## src/rtl/rx_cf_pkg.sv

```systemverilog
package rx_cf_pkg;

  localparam int WORD_W  = 64;
  localparam int MOD_W   = 6;
  localparam int STAT_W  = 24;
  localparam int OVF_BIT = 3;

  typedef struct packed {
    logic              sop;
    logic              eop;
    logic [MOD_W-1:0]  mod;
    logic              err;
    logic [STAT_W-1:0] stat;
    logic [WORD_W-1:0] data;
  } cf_word_t;

  // slots usable by the writer: the tighter of buffer space and credit
  function automatic int room_of(input int free_slots, input int credit);
    return (free_slots < credit) ? free_slots : credit;
  endfunction

  function automatic logic afull_of(input int used, input int depth, input int slack);
    return (depth - used) <= slack;
  endfunction

  function automatic cf_word_t truncate_word(input cf_word_t w);
    cf_word_t t;
    t = w;
    t.eop = 1'b1;
    t.err = 1'b1;
    t.mod = '0;
    t.stat[OVF_BIT] = 1'b1;
    return t;
  endfunction

  function automatic cf_word_t close_word();
    cf_word_t t;
    t = '0;
    t.eop = 1'b1;
    t.err = 1'b1;
    t.stat[OVF_BIT] = 1'b1;
    return t;
  endfunction

endpackage

```

## src/rtl/rx_cf_store.sv

```systemverilog
module rx_cf_store
  import rx_cf_pkg::*;
#(
  parameter int DEPTH = 32,
  localparam int AW = $clog2(DEPTH),
  localparam int UW = $clog2(DEPTH + 1)
) (
  input  logic          clk,
  input  logic          rst_n,
  input  logic          flush,
  input  logic          wr_en,
  input  cf_word_t      wr_word,
  input  logic          rd_en,
  output cf_word_t      rd_word,
  output logic [UW-1:0] used
);

  cf_word_t        mem [DEPTH];
  logic [AW-1:0]   wp, rp;

  function automatic logic [AW-1:0] step(input logic [AW-1:0] p);
    return (p == AW'(DEPTH - 1)) ? '0 : p + AW'(1);
  endfunction

  always_ff @(posedge clk) begin
    if (wr_en && !flush) mem[wp] <= wr_word;
  end

  always_ff @(posedge clk) begin
    if (!rst_n || flush) begin
      wp   <= '0;
      rp   <= '0;
      used <= '0;
    end else begin
      if (wr_en) wp <= step(wp);
      if (rd_en) rp <= step(rp);
      used <= used + UW'(wr_en) - UW'(rd_en);
    end
  end

  assign rd_word = mem[rp];

endmodule

```

## src/rtl/rx_cf_admit.sv

```systemverilog
module rx_cf_admit
  import rx_cf_pkg::*;
#(
  parameter int DEPTH  = 32,
  parameter int CRED_W = 7,
  localparam int UW = $clog2(DEPTH + 1)
) (
  input  logic              clk,
  input  logic              rst_n,
  input  logic              in_valid,
  input  logic              in_sop,
  input  logic              in_eop,
  input  logic [MOD_W-1:0]  in_mod,
  input  logic              in_err,
  input  logic [STAT_W-1:0] in_stat,
  input  logic [WORD_W-1:0] in_data,
  input  logic              cred_load,
  input  logic [CRED_W-1:0] cred_val,
  input  logic              cred_go,
  input  logic [UW-1:0]     used,
  input  logic              rd_en,
  output logic              wr_en,
  output logic              wr_trunc,
  output cf_word_t          wr_word,
  output logic              rx_en,
  output logic [CRED_W-1:0] credit
);

  logic     armed_q, in_frame_q, in_frame_n;
  int       room;
  cf_word_t raw;

  assign room = room_of(DEPTH - int'(used), int'(credit));
  assign raw  = '{sop: in_sop, eop: in_eop, mod: in_mod, err: in_err,
                  stat: in_stat, data: in_data};

  always_comb begin
    wr_en      = 1'b0;
    wr_trunc   = 1'b0;
    in_frame_n = in_frame_q;
    if (in_valid && rx_en && !cred_load && (in_sop || in_frame_q)) begin
      if (room == 0) begin
        in_frame_n = 1'b0;
      end else begin
        wr_en      = 1'b1;
        wr_trunc   = (room == 1) && !in_eop;
        in_frame_n = !in_eop && !wr_trunc;
      end
    end
    wr_word = wr_trunc ? truncate_word(raw) : raw;
  end

  always_ff @(posedge clk) begin
    if (!rst_n) begin
      rx_en      <= 1'b0;
      armed_q    <= 1'b0;
      in_frame_q <= 1'b0;
      credit     <= '0;
    end else if (cred_load) begin
      rx_en      <= 1'b0;
      armed_q    <= 1'b1;
      in_frame_q <= 1'b0;
      credit     <= cred_val;
    end else begin
      if (cred_go && armed_q) begin
        rx_en   <= 1'b1;
        armed_q <= 1'b0;
      end
      in_frame_q <= in_frame_n;
      credit     <= credit + CRED_W'(rd_en) - CRED_W'(wr_en);
    end
  end

endmodule

```

## src/rtl/rx_cf_egress.sv

```systemverilog
module rx_cf_egress
  import rx_cf_pkg::*;
(
  input  logic     clk,
  input  logic     rst_n,
  input  logic     cred_load,
  input  logic     empty,
  input  cf_word_t head,
  input  logic     out_ready,
  output logic     out_valid,
  output cf_word_t out_word,
  output logic     rd_en,
  output logic     close_sel
);

  logic open_q, open_n, close_q, hs;

  assign close_sel = close_q;
  assign out_valid = close_q || !empty;
  assign out_word  = close_q ? close_word() : head;
  assign hs        = out_valid && out_ready;
  assign rd_en     = hs && !close_q;

  always_comb begin
    open_n = open_q;
    if (hs) begin
      if (close_q)                   open_n = 1'b0;
      else if (head.eop)             open_n = 1'b0;
      else if (head.sop)             open_n = 1'b1;
    end
  end

  always_ff @(posedge clk) begin
    if (!rst_n) begin
      open_q  <= 1'b0;
      close_q <= 1'b0;
    end else if (cred_load) begin
      open_q  <= 1'b0;
      close_q <= (close_q && !hs) || open_n;
    end else begin
      open_q  <= open_n;
      close_q <= close_q && !hs;
    end
  end

endmodule

```

## src/rtl/rx_credit_fifo.sv

```systemverilog
module rx_credit_fifo
  import rx_cf_pkg::*;
#(
  parameter int DEPTH      = 32,
  parameter int AFULL_FREE = 15,
  parameter int CRED_W     = 7
) (
  input  logic              clk,
  input  logic              rst_n,
  input  logic              in_valid,
  input  logic              in_sop,
  input  logic              in_eop,
  input  logic [5:0]        in_mod,
  input  logic              in_err,
  input  logic [23:0]       in_stat,
  input  logic [63:0]       in_data,
  input  logic              cred_load,
  input  logic [CRED_W-1:0] cred_val,
  input  logic              cred_go,
  output logic              out_valid,
  input  logic              out_ready,
  output logic              out_sop,
  output logic              out_eop,
  output logic [5:0]        out_mod,
  output logic              out_err,
  output logic [23:0]       out_stat,
  output logic [63:0]       out_data,
  output logic              rx_afull
);

  localparam int UW = $clog2(DEPTH + 1);

  logic              wr_en, wr_trunc, rd_en, rx_en, close_sel;
  cf_word_t          wr_word, rd_word, out_word;
  logic [UW-1:0]     used;
  logic [CRED_W-1:0] credit;

  rx_cf_admit #(.DEPTH(DEPTH), .CRED_W(CRED_W)) admit_i (
    .clk(clk), .rst_n(rst_n),
    .in_valid(in_valid), .in_sop(in_sop), .in_eop(in_eop), .in_mod(in_mod),
    .in_err(in_err), .in_stat(in_stat), .in_data(in_data),
    .cred_load(cred_load), .cred_val(cred_val), .cred_go(cred_go),
    .used(used), .rd_en(rd_en),
    .wr_en(wr_en), .wr_trunc(wr_trunc), .wr_word(wr_word),
    .rx_en(rx_en), .credit(credit)
  );

  rx_cf_store #(.DEPTH(DEPTH)) store_i (
    .clk(clk), .rst_n(rst_n), .flush(cred_load),
    .wr_en(wr_en), .wr_word(wr_word),
    .rd_en(rd_en), .rd_word(rd_word), .used(used)
  );

  rx_cf_egress egress_i (
    .clk(clk), .rst_n(rst_n), .cred_load(cred_load),
    .empty(used == '0), .head(rd_word), .out_ready(out_ready),
    .out_valid(out_valid), .out_word(out_word),
    .rd_en(rd_en), .close_sel(close_sel)
  );

  assign out_sop  = out_word.sop;
  assign out_eop  = out_word.eop;
  assign out_mod  = out_word.mod;
  assign out_err  = out_word.err;
  assign out_stat = out_word.stat;
  assign out_data = out_word.data;
  assign rx_afull = afull_of(int'(used), DEPTH, AFULL_FREE);

endmodule

```

## config.mk

```make
export PLATFORM = sky130hd
export DESIGN_NAME = rx_credit_fifo
export DESIGN_NICKNAME = d
export VERILOG_FILES = /design/src/rtl/rx_cf_pkg.sv /design/src/rtl/rx_cf_store.sv /design/src/rtl/rx_cf_admit.sv /design/src/rtl/rx_cf_egress.sv /design/src/rtl/rx_credit_fifo.sv
export SDC_FILE = /design/constraint.sdc
export NUM_CORES = 2
export LEC_CHECK = 0
export BUFFER_PORTS_ARGS = -buffer_cell sky130_fd_sc_hd__buf_2
export CAP_MARGIN = 20
export CORE_MARGIN = 10
export CORE_UTILIZATION = 57
export DETAILED_ROUTE_END_ITERATION = 16
export GPL_TIMING_DRIVEN = 0
export PLACE_DENSITY = 0.78
export SLEW_MARGIN = 5
export SYNTH_ARGS = -nofsm -noshare
export SYNTH_HDL_FRONTEND = slang
export SYNTH_HIERARCHICAL = 1
export SYNTH_SLANG_ARGS = --single-unit
```

## constraint.sdc

```tcl
create_clock -name clk -period 9.6 [get_ports clk]
set_input_delay 0.96 -clock clk [delete_from_list [all_inputs] [get_ports clk]]
set_output_delay 0.96 -clock clk [all_outputs]
set_load 0.01 [all_outputs]
```

; ---- After elaboration in Yosys (flattened, before gate mapping)
; Memories as Yosys holds them, arrays and structs flattened. A register that Yosys moved wholly into a read port is not among the register bits.
; Index checks and enable logic that the tools add are counted.
; Widths: inputs -> output; s select.
[classes]
addsub = 7
order_cmp = 2
eq_ne = 3
muxes = 22
bitwise = 1
reduce_logical = 25
[ops]
columns = op, count
row1 = $mux 97, 1
row2 = $mux 96, 1
row3 = $eq 32x2->1 const B, 1
row4 = $logic_not 32->1, 1
row5 = $mux 32, 1
row6 = $mux 5, 4
row7 = $mux 1, 14
row8 = $add 5x1->5 const B, 2
row9 = $eq 5x5->1 const B, 2
row10 = $logic_and 1x1->1, 10
row11 = $lt 7x8->1, 1
row12 = $add 7x1->7, 1
row13 = $le 7x5->1 const B, 1
row14 = $logic_not 1->1, 7
row15 = $mux 7, 1
row16 = $sub 6x6->7 const A, 1
row17 = $sub 7x1->7, 1
row18 = $add 6x1->6, 1
row19 = $logic_not 6->1, 1
row20 = $sub 6x1->6, 1
row21 = $logic_or 1x1->1, 4
row22 = $reduce_bool 2->1, 1
row23 = $reduce_or 2->1, 1
row24 = $not 1->1, 1
[word_totals]
ff_bits = 28
mem_bits_rw = 3104
input_bits = 110
out_inout_bits = 99
mem_count = 1
[mem_list]
columns = memory, depth, width, read_ports, rd_clocked_by_memory_dff, wr, line
row1 = store_i.mem, 32, 97, 1, 1, 1, rx_cf_store.sv:18  ; cf_word_t mem [DEPTH];

; ---- Longest topological paths before layout
[depth]
depth_word = 9
ltp_mapped = 24
ltp_nobuf = 24

; ---- Cells and area by module
; The synthesis kept the hierarchy.
[modules_own_cells]
columns = module, instances, cells_per_inst, area_each_um2, seq_area_each_um2
row1 = rx_cf_store, 1, 5722, 119154.3, 93629.8
row2 = rx_cf_admit, 1, 228, 1791.7, 200.2
row3 = rx_cf_egress, 1, 123, 832.0, 40.0
row4 = rx_credit_fifo, 1, 14, 98.8, 0.0

; ---- Least setup slack after synthesis
; Ideal clock, no wire load.
[synth_timing]
path_type = register -> register
from = reg store_i.used[0]
to = mem store_i/mem[29][0] (netlist bit) (enable)
setup_time_ps = 554
t_arrival_ps = 7838
required_time_ps = 9046
setup_slack_ps = 1208
path_stages_with_launch = 19
n_path_buf = 0
path_cell_list = dfxtp_1 -> inv_1 -> ha_1 -> or3b_4 -> xor2_1 -> ha_1 -> a21oi_1 -> o31ai_1 -> a21oi_1 -> o22ai_1 -> ha_1 -> or4bb_1 -> o2bb2ai_1 -> a21oi_1 -> and3b_2 -> a21oi_1 -> nor2b_1 -> nand2_1 -> nor2_1
[synth_via]
elab_chain_cells = 9
[synth_lines]
columns = item, line
row1 = from (decl), rx_cf_store.sv:15  ; output logic [UW-1:0] used
row2 = from (signal assigned), rx_cf_store.sv:37  ; used <= used + UW'(wr_en) - UW'(rd_en);
row3 = $sub 6x6->7 (*), rx_cf_admit.sv:33  ; assign room = room_of(DEPTH - int'(used), int'(credit));
row4 = $lt 7x8->1, rx_cf_pkg.sv:19  ; return (free_slots < credit) ? free_slots : credit;
row5 = $mux 32 (*), rx_cf_pkg.sv:19
row6 = $logic_not 32->1 (*), rx_cf_admit.sv:42  ; if (room == 0) begin
row7 = $mux 1 (*), rx_cf_admit.sv:42
row8 = $mux 1 (*), rx_cf_admit.sv:41  ; if (in_valid && rx_en && !cred_load && (in_sop || in_frame_q)) begin
row9 = via wr_en, rx_credit_fifo.sv:33  ; logic wr_en, wr_trunc, rd_en, rx_en, close_sel;
row10 = $logic_and 1x1->1 (*), rx_cf_store.sv:26  ; if (wr_en && !flush) mem[wp] <= wr_word;
row11 = $mux 1 (*), rx_cf_store.sv:26
row12 = $mux 1 (implied by the code) (*), rx_cf_store.sv:26
row13 = to (decl), rx_cf_store.sv:18
; Mark *: on every way through the listed nets, which the timed path passes. The rest lies on a longest branch.

; ---- Final worst setup path
[layout_timing]
from = reg store_i.used[1]
to = mem store_i/mem[27][56] (netlist bit) (enable)
; The elaborated chain is that of the path after synthesis.

==> flow_summary_export.csv <==
group,metric,value,unit
place,portBuffers,120,
worst_setup_path,required,10.19,ns
worst_setup_path,start_kind,"flip-flop",
routing,drt-total-wl,324000,µm
clock_tree,cts.sinks,3137,
worst_setup_path,crit_path_end_kind,"flip-flop",
global_routing,grt_most_used_layer,"met2",
global_routing,antenna_found_initial,31,
clock_tree,cts.repair.resized,0,
layout,drive_above_1_share,0.215,
routing,avgViaCountPerCell,6.72,
sta,maxSlewViolCount,0,
die,chipHeight,482,µm
global_routing,grt_use_met3,0.0721,
logic_synthesis,synth_warnings,6,
routing,drtIter0Drc,10400,
global_routing,grt_max_degree,33,
min_path,worstHoldPathType,"input pin to flip-flop",
job,max_cap_violations,0,
sta,max_clock_freq,142,MHz
global_routing,grt-ovfl-total,0,
sta,hold_viol,0,
layout,seqCellArea,93900,µm²
place,dpl.hpwl,211000,µm
clock_tree,cts_hold_buf,0,
clock_tree,cts_root_buf,"clkbuf_16",
pwr,vdd_ir_drop_max,0.193,mV
clock_tree,tritoncts,"built",
worst_setup_path,path_max_fanout,24,
sta,slew_headroom,0.239,
place,place_congestion,0.821,
clock_tree,cts_htree_levels,5,
die,rows,169,
die,fp.coreArea,212000,µm²
sta,post-route-min-period,7.06,ns
sta,timing.setup.tns,0,ns
worst_setup_path,r2r_cells,22,
clock_tree,clk_pin_slew,0.06,ns
routing,num_vias,65400,
die,initial_core_util,0.574,
clock_tree,cts_buffer_depth,4,
logic_synthesis,postSynthNetCount,6227,
global_routing,grt_pass1_vias,66000,
layout,fillers,13200,
routing,antenna_left,0,
layout,nNetsFinal,6814,
worst_setup_path,path_class,"flip-flop to flip-flop",
logic_synthesis,synthCells,6086,
routing,drc,0,
pwr,p_leak,42.3,nW
sta,setup_viol_count_final,0,
die,dieArea,233000,µm²
global_routing,grt_pass1_wl,464000,µm
logic_synthesis,netlist_area,122000,µm²
sta,rsz0062_at_grt,"no",
sta,min_period_over_period,0.735,
min_path,holdPathStages,3,
logic_synthesis,synth.avg_cell_area,20.0,µm²
worst_setup_path,arrival,7.65,ns
global_routing,use_met1,0.366,
global_routing,grt_use_total,0.276,
sta,fin_worst_skew,0.0636,ns
sta,tightest_slew,1.14,ns
layout,multi_input_area,25500,µm²
clock_tree,cts_buffers,316,
die,ioPinCount,209,
pwr,powerDensity,210,nW/µm²
clock_tree,clkLatencyLatePin,0.94,ns
status,status,"finished, final reports clean",
routing,first_pass_iters,6,
clock_tree,post_cts_buffers,0,
global_routing,grt_util_met2,0.433,
routing,drt-wirelength-per-cell,33.3,µm
die,die_w,482,µm
sta,fin_hold_ws,0.268,ns
layout,area_growth,14.2,%
==> sequential cells by signal (all words and copies together) (netlist names), 5 cells and up, named ones only <==
register / flops
store_i/used: 6
store_i/rp: 5
store_i/mem: 3104
admit_i/credit: 7
store_i/wp: 5
==> worst max-delay path, stage by stage, from the launching register on <==
cell and delay [ns]:
dfxtp_1 0.42, inv_1 0.10, ha_1 0.24, or3b_4 0.42, xor2_1 0.15, ha_1 0.30, a21oi_1 0.14, o31ai_1 0.09
a21oi_1 0.15, o22ai_1 0.10, ha_1 0.42, or4bb_1 0.15, o2bb2ai_1 0.07, a21oi_1 0.18, and3b_2 0.33, a21oi_1 0.79
nor2b_1 0.40, nand2_1 0.55, nor2_4 0.71, buf_12 0.31, buf_16 0.20, buf_16 0.18, buf_12 0.21
==> per-layer routing <==
layer / wire [µm] / share of wire
met2: 153000 / 0.47
met4: 16100 / 0.050
met3: 40600 / 0.13
met1: 114000 / 0.35
met5: 126 / 0.00039
==> worst paths after layout <==
check                           slack [ns]                from                   to
worst max register to register        2.54     store_i/used[1]  store_i/mem[27][56]
worst max-delay path                  2.54     store_i/used[1]  store_i/mem[27][56]
worst min register to register        0.50  admit_i/in_frame_q   admit_i/in_frame_q
worst min-delay path                  0.27         cred_val[3]    admit_i/credit[3]
==> final cells by class <==
class                           instances  area share
Multi-Input combinational cell       2498       0.183
Clock inverter                        145     0.00991
Buffer                                419      0.0191
Inverter                               32    0.000899
Antenna cell                           12    0.000216
Timing Repair Buffer                  269      0.0269
Clock buffer                          399      0.0603
Tap cell                             2821      0.0254
Sequential cell                      3137       0.674
==> power breakdown <==
group / switching, mW / internal, mW / total, mW
Clock: 4.95 / 6.89 / 11.8
Sequential: 0.0324 / 15.1 / 15.1
Combinational: 1.45 / 0.884 / 2.34
Total: 6.43 / 22.8 / 29.3
==> through the flow <==
step                       util  area [µm²]  power [mW]  instances  worst slack [ns]
final                     0.656      139000        29.3       9732              2.54
after global routing      0.656      139000        30.0       9725              2.21
after global placement    0.594      126000        17.6       9027             -5.02
after detailed placement  0.609      129000        17.7       9172              2.68
after CTS                 0.655      139000        29.3       9716              2.61
after floorplan               -      122000        16.8       6086              1.21
==> layout by cell type (no fill, tap or decap), drive strengths merged, types with 7 or more instances in the layout <==
cell / instances
nor2b: 99
diode: 12
nor2: 74
mux2: 12
a211oi: 16
a22oi: 406
xnor2: 8
a21oi: 77
nand3: 149
nand2b: 29
o21a: 8
buf: 590
o22ai: 23
ha: 29
mux4: 404
bufinv: 27
clkinv: 104
inv: 40
nand3b: 9
and2: 17
nand4: 76
edfxtp: 3104
mux2i: 722
o31a: 7
nor4: 21
nor4b: 9
o22a: 18
clkbuf: 497
nand2: 103
o21ai: 75
nor3b: 7
dfxtp: 33
nor3: 36
(Power assumes the default switching activity.)
